<file path="src/rtl/vcidx_pkg.sv">
package vcidx_pkg;
  typedef enum logic [1:0] {
    CND_ZERO    = 2'b00,
    CND_NONZERO = 2'b01,
    CND_POS     = 2'b10,
    CND_NEG     = 2'b11
  } cond_e;
endpackage

</file>
<file path="src/rtl/vcidx_cond.sv">
module vcidx_cond
  import vcidx_pkg::*;
#(
  parameter int ELEM_W = 64
) (
  input  cond_e              sel,
  input  logic [ELEM_W-1:0]  value,
  output logic               hit
);
  // sign tests look only at the top bit; zero counts as positive
  always_comb begin
    hit = 1'b0;
    unique case (sel)
      CND_ZERO:    hit = (value == '0);
      CND_NONZERO: hit = |value;
      CND_POS:     hit = ~value[ELEM_W-1];
      CND_NEG:     hit = value[ELEM_W-1];
    endcase
  end
endmodule

</file>
<file path="src/rtl/vcidx_seq.sv">
module vcidx_seq
  import vcidx_pkg::*;
#(
  parameter int MAX_LEN = 64,
  parameter int LEN_W   = $clog2(MAX_LEN + 1),
  parameter int POS_W   = $clog2(MAX_LEN)
) (
  input  logic             clk,
  input  logic             rst,
  input  logic             start,
  input  logic [LEN_W-1:0] vlen,
  input  cond_e            cond_in,
  input  logic             elem_valid,
  output logic             accept,
  output logic             take,
  output logic [POS_W-1:0] pos,
  output cond_e            cond_q,
  output logic             busy,
  output logic             done
);
  logic [LEN_W-1:0] len_q;
  logic [LEN_W-1:0] eff_len;
  logic             at_last;

  // clamp the requested length
  assign eff_len = (vlen > LEN_W'(MAX_LEN)) ? LEN_W'(MAX_LEN) : vlen;
  // a launch is only taken when idle
  assign accept  = start && !busy;
  // consume only on valid cycles during a run
  assign take    = busy && elem_valid;
  assign at_last = (LEN_W'(pos) == len_q - LEN_W'(1));

  always_ff @(posedge clk) begin
    if (rst) begin
      busy   <= 1'b0;
      done   <= 1'b0;
      pos    <= '0;
      len_q  <= '0;
      cond_q <= CND_ZERO;
    end else begin
      done <= 1'b0;
      if (accept) begin
        len_q  <= eff_len;
        cond_q <= cond_in;
        pos    <= '0;
        if (eff_len == '0) done <= 1'b1;
        else               busy <= 1'b1;
      end else if (take) begin
        pos <= pos + POS_W'(1);
        if (at_last) begin
          busy <= 1'b0;
          done <= 1'b1;
        end
      end
    end
  end
endmodule

</file>
<file path="src/rtl/vcidx_pack.sv">
module vcidx_pack #(
  parameter int MAX_LEN = 64,
  parameter int IDX_W   = 24,
  parameter int CNT_W   = $clog2(MAX_LEN + 1),
  parameter int POS_W   = $clog2(MAX_LEN)
) (
  input  logic               clk,
  input  logic               rst,
  input  logic               clear,
  input  logic [IDX_W-1:0]   stride_in,
  input  logic               take,
  input  logic               hit,
  input  logic [POS_W-1:0]   pos,
  output logic [MAX_LEN-1:0] mask,
  output logic               idx_valid,
  output logic [IDX_W-1:0]   idx_data,
  output logic [CNT_W-1:0]   idx_count
);
  logic [IDX_W-1:0]   stride_q;
  logic [IDX_W-1:0]   acc;
  logic [MAX_LEN-1:0] set_v;
  logic               pass;

  assign pass = take && hit;

  // element i lands at bit MAX_LEN-1-i
  for (genvar g = 0; g < MAX_LEN; g++) begin : g_bit
    localparam int ELEM = MAX_LEN - 1 - g;
    assign set_v[g] = pass && (pos == POS_W'(ELEM));
  end

  always_ff @(posedge clk) begin
    if (rst) begin
      stride_q  <= '0;
      acc       <= '0;
      mask      <= '0;
      idx_valid <= 1'b0;
      idx_data  <= '0;
      idx_count <= '0;
    end else if (clear) begin
      stride_q  <= stride_in;
      acc       <= '0;
      mask      <= '0;
      idx_valid <= 1'b0;
      idx_count <= '0;
    end else begin
      idx_valid <= pass;
      mask      <= mask | set_v;
      if (take) acc <= acc + stride_q;     // running i*stride, no multiplier
      if (pass) begin
        idx_data  <= acc;
        idx_count <= idx_count + CNT_W'(1);
      end
    end
  end
endmodule

</file>
<file path="src/rtl/vcidx_gen.sv">
module vcidx_gen
  import vcidx_pkg::*;
#(
  parameter int ELEM_W  = 64,
  parameter int MAX_LEN = 64,
  parameter int IDX_W   = 24,
  localparam int LEN_W  = $clog2(MAX_LEN + 1)
) (
  input  logic               clk,
  input  logic               rst,
  input  logic               start,
  input  logic [LEN_W-1:0]   vlen,
  input  logic [1:0]         cond,
  input  logic [IDX_W-1:0]   stride,
  input  logic               elem_valid,
  input  logic [ELEM_W-1:0]  elem_data,
  output logic               busy,
  output logic               done,
  output logic [MAX_LEN-1:0] mask,
  output logic               idx_valid,
  output logic [IDX_W-1:0]   idx_data,
  output logic [LEN_W-1:0]   idx_count
);
  localparam int POS_W = $clog2(MAX_LEN);

  logic             accept;
  logic             take;
  logic             hit;
  logic [POS_W-1:0] pos;
  cond_e            cond_q;

  vcidx_seq #(.MAX_LEN(MAX_LEN), .LEN_W(LEN_W), .POS_W(POS_W)) u_seq (
    .clk(clk), .rst(rst), .start(start), .vlen(vlen),
    .cond_in(cond_e'(cond)), .elem_valid(elem_valid),
    .accept(accept), .take(take), .pos(pos), .cond_q(cond_q),
    .busy(busy), .done(done)
  );

  vcidx_cond #(.ELEM_W(ELEM_W)) u_cond (
    .sel(cond_q), .value(elem_data), .hit(hit)
  );

  vcidx_pack #(.MAX_LEN(MAX_LEN), .IDX_W(IDX_W), .CNT_W(LEN_W), .POS_W(POS_W)) u_pack (
    .clk(clk), .rst(rst), .clear(accept), .stride_in(stride),
    .take(take), .hit(hit), .pos(pos),
    .mask(mask), .idx_valid(idx_valid), .idx_data(idx_data), .idx_count(idx_count)
  );
endmodule

</file>
<file path="config.mk">
export PLATFORM = sky130hd
export DESIGN_NAME = vcidx_gen
export DESIGN_NICKNAME = d
export VERILOG_FILES = /design/src/rtl/vcidx_pkg.sv /design/src/rtl/vcidx_cond.sv /design/src/rtl/vcidx_seq.sv /design/src/rtl/vcidx_pack.sv /design/src/rtl/vcidx_gen.sv
export SDC_FILE = /design/constraint.sdc
export NUM_CORES = 1
export LEC_CHECK = 0
export ABC_AREA = 1
export CORE_MARGIN = 4
export CORE_UTILIZATION = 30
export DETAILED_ROUTE_END_ITERATION = 10
export GPL_TIMING_DRIVEN = 0
export SKIP_LAST_GASP = 1
export SLEW_MARGIN = 20
export SYNTH_ARGS = -nofsm -noshare
export SYNTH_HDL_FRONTEND = slang
export SYNTH_SLANG_ARGS = --single-unit
</file>
<file path="constraint.sdc">
create_clock -name clk -period 2.2 [get_ports clk]
set_clock_uncertainty 0.1 [all_clocks]
set_input_delay 0.44 -clock clk [delete_from_list [all_inputs] [get_ports clk]]
set_output_delay 0.44 -clock clk [all_outputs]
set_load 0.005 [all_outputs]
</file>
==> results.yml <==
global_routing:
  grt_pass1_vias: 7731
  grt_max_degree: 19
  track_usage_pct: 17.4
  grt_overflow_total: 0
  antenna_found_initial: 0
  grt_pass1_wl_mm: 40.0
setup_path:
  crit_start: "start"
  path_max_fanout: 10
  crit_path_cell_trace: "clkdlybuf4s50_1 -> inv_1 -> nor2_1 -> nand2_1 -> inv_1 -> clkbuf_1 -> a22o_1"
  cp_num_buf_inv: 4
  required_ns: 2.47
  critPathKind: "in2reg"
  cp.arrival_ns: 2.34
  rr_startpoint: "u_pack.acc[0]"
  slowest_delay_ns: 0.47
  crit_family: "buffers and inverters"
  worst_path_max_delay_cell: "clkbuf_1"
  cp-end-kind: "register"
  reg2reg_setup_slack_ns: 0.15
  start_kind: "primary input"
  crit_top_cell: "inv_1"
timing:
  max_slew.worst_pin.slew_ns: 0.609
  finalMaxSlewViolations: 0
  rsz0062_at_grt: "true"
  relSlewSlack_pct: 59.4
  setup_ws_ns: 0.133
  max_freq_mhz: 484
  hold_viol_final: 0
  finalCriticalPeriod_ns: 2.07
  finalSetupTns_ns: 0
  min_period_over_period_pct: 94.0
  setup_violations: 0
hold_path:
  min_from: "u_pack.mask[57]"
  hold_path_class: "reg2reg"
final_layout:
  syn_to_final_growth_pct: 39.3
  fin_nets: 1486
  antennaDiodeCount: 0
  stdcell_count: 1703
  layout-drive-gt1-share_pct: 6.14
floorplanning:
  start_util_pct: 30.4
  row_count: 59
  die_w_um: 170
  die-height_um: 170
  io-pin-count: 199
  core_area_um2: 25900
  dieArea_um2: 28900
drt:
  drc: 0
  drtPass1Iterations: 5
  detail_route.vias_per_cell: 4.64
  drt_wl_total_mm: 25.9
  drt_iter0_markers: 423
  antenna_left: 0
  vias: 7896
  post_drt_wl_per_cell_um: 15.2
power:
  p_switching_w: 0.00195
  switching_share_pct: 28.0
  power_density_nw_per_um2: 636
  p_comb_share_pct: 12.0
  p_leak_nw: 4.80
  clkPwrFrac_pct: 44.2
  ir_worst_vdd_mv: 0.469
  cellInternalPower_w: 0.00502
  seqPwrFrac_pct: 43.8
outcome:
  outcome: "finished clean"
synthesis:
  synth.most_common_cell: "nand2_1"
  synth_nets: 1267
  synth_top_area_share_pct: 41.0
  avgSynthCellArea_um2: 6.93
  synth_edf_count: 0
  synthCells: 1136
  synth_top_area_cell: "dfxtp_1"
  netlist_top_cells_count: "343 x nand2_1, 197 x nor2_1, 161 x dfxtp_1"
  ys_warn_count: 0
  synth-main-ff-cell: "dfxtp_1"
  synth.top_cells.by_area: "dfxtp_1 41%, nand2_1 16%, nor2_1 9.4%"
  yosys.cell_types.count: 40
  ys_ff_latch: 161
  synthArstFlopShare_pct: 0
  synthesis.area_um2: 7870
  synth-seq-area-share_pct: 41.0
clock_network:
  clkSinkCount: 161
  cts_tree: "yes"
  clock_path_buffers: 2
  worstSkewPairLatency_ns: 0.43
  clk_pin_slew_worst_paths_ns: 0.07
  cts_buffers: 17
  htreeDepth: 4
  cts-root-buf: "clkbuf_16"
place:
  gp_congestion: 0.905
  placed_cells: 1669
  dpl.hpwl_mm: 20.3
  portBuffers: 198
  dp_slack_ns: -0.612
flow_run:
  cap_violations: 0
cell families (layout without fill, tap and decap cells):
logic type	Yosys count	after routing	synth area share (%)
flip-flops	161	161	41.0
AND/OR/NAND/NOR	639	639	33.0
XOR/XNOR	23	23	2.56
AO/OA/AOI/OAI	138	138	10.6
adder cells (fa/ha/maj)	30	30	4.86
buffers and inverters	145	377	8.01
cell usage in the layout, fill, tap and decap left out, types with 6 or more instances in the layout:
cell type          n
buf_6              9
clkbuf_2          10
xor2_1            17
clkdlybuf4s50_1  198
clkbuf_1          20
clkbuf_16         17
a22o_1            25
a21oi_1           55
xnor2_1            6
nand2_1          339
inv_1             93
o21ai_0           33
ha_1              28
nand4_1           40
nor3_1             7
nand3_1           39
dfxtp_1          161
nor2_1           194
per-stage QoR:
stage	power, W	area, um2	util [%]	hold WS [ns]
after global routing	0.00725	11000	42.3	0.370
after global placement	0.00393	10300	39.6	0.339
final	0.00697	11000	42.3	0.352
after floorplan	0.00355	7870	-	0.348
after CTS	0.00702	10900	42.0	0.355
after detailed placement	0.00395	10300	39.6	0.339
power groups by stage:
stage,Combinational (W),Clock (W),Sequential [W]
after floorplan,0.000447,0,0.00310
after global placement,0.000815,0,0.00312
after detailed placement,0.000826,0,0.00312
after CTS,0.000830,0.00313,0.00305
after global routing,0.000934,0.00326,0.00306
final,0.000835,0.00308,0.00305
layout make-up:
cell class	count	area [um2]
Timing Repair Buffer	200	2000
Multi-Input combinational cell	830	4060
Tap cell	335	419
Buffer	48	278
Clock inverter	15	186
Fill cell	2677	15000
Inverter	97	367
Clock buffer	17	425
Sequential cell	161	3220
tightest hold or removal path: cells and delay by family (launching register included):
kind,cells,cell delay [ns]
AND/OR/NAND/NOR,2,0.10
flip-flops,1,0.31
state kept, by name, summed over array words and instances (netlist names), 2 cells and up:
register,flops
u_pack.acc,24
u_pack.mask,64
u_pack.idx_data,24
u_pack.idx_count,7
u_seq.cond_q,2
u_seq.len_q,7
u_pack.stride_q,24
u_seq.pos,6
layer usage:
layer,share of wire (%),GRT usage (%),vias up
li1,-,-,4082
met1,48,23.8,3543
met2,44,28.1,239
met3,6.8,3.76,32
met4,1.7,4.51,0
met5,0,0,-
final timing paths:
| path | to | depth (start not counted) |
|---|---|---|
| min | u_pack.mask[57] | 2 |
| min reg2reg | u_pack.mask[57] | 2 |
| max | u_pack.stride_q[22] | 7 |
| max reg2reg | u_pack.acc[18] | 13 |
what timing repair did:
| item | 4_1_cts | 5_1_grt |
|---|---|---|
| resized for setup | 6 | 31 |
| pin swaps | 1 | 3 |
| setup buffers | 0 | 2 |
| setup endpoints to repair | 80 | 110 |
| hold buffers | 0 | 0 |
| hold endpoints to repair | 0 | 0 |
(Power assumes the default switching activity.)
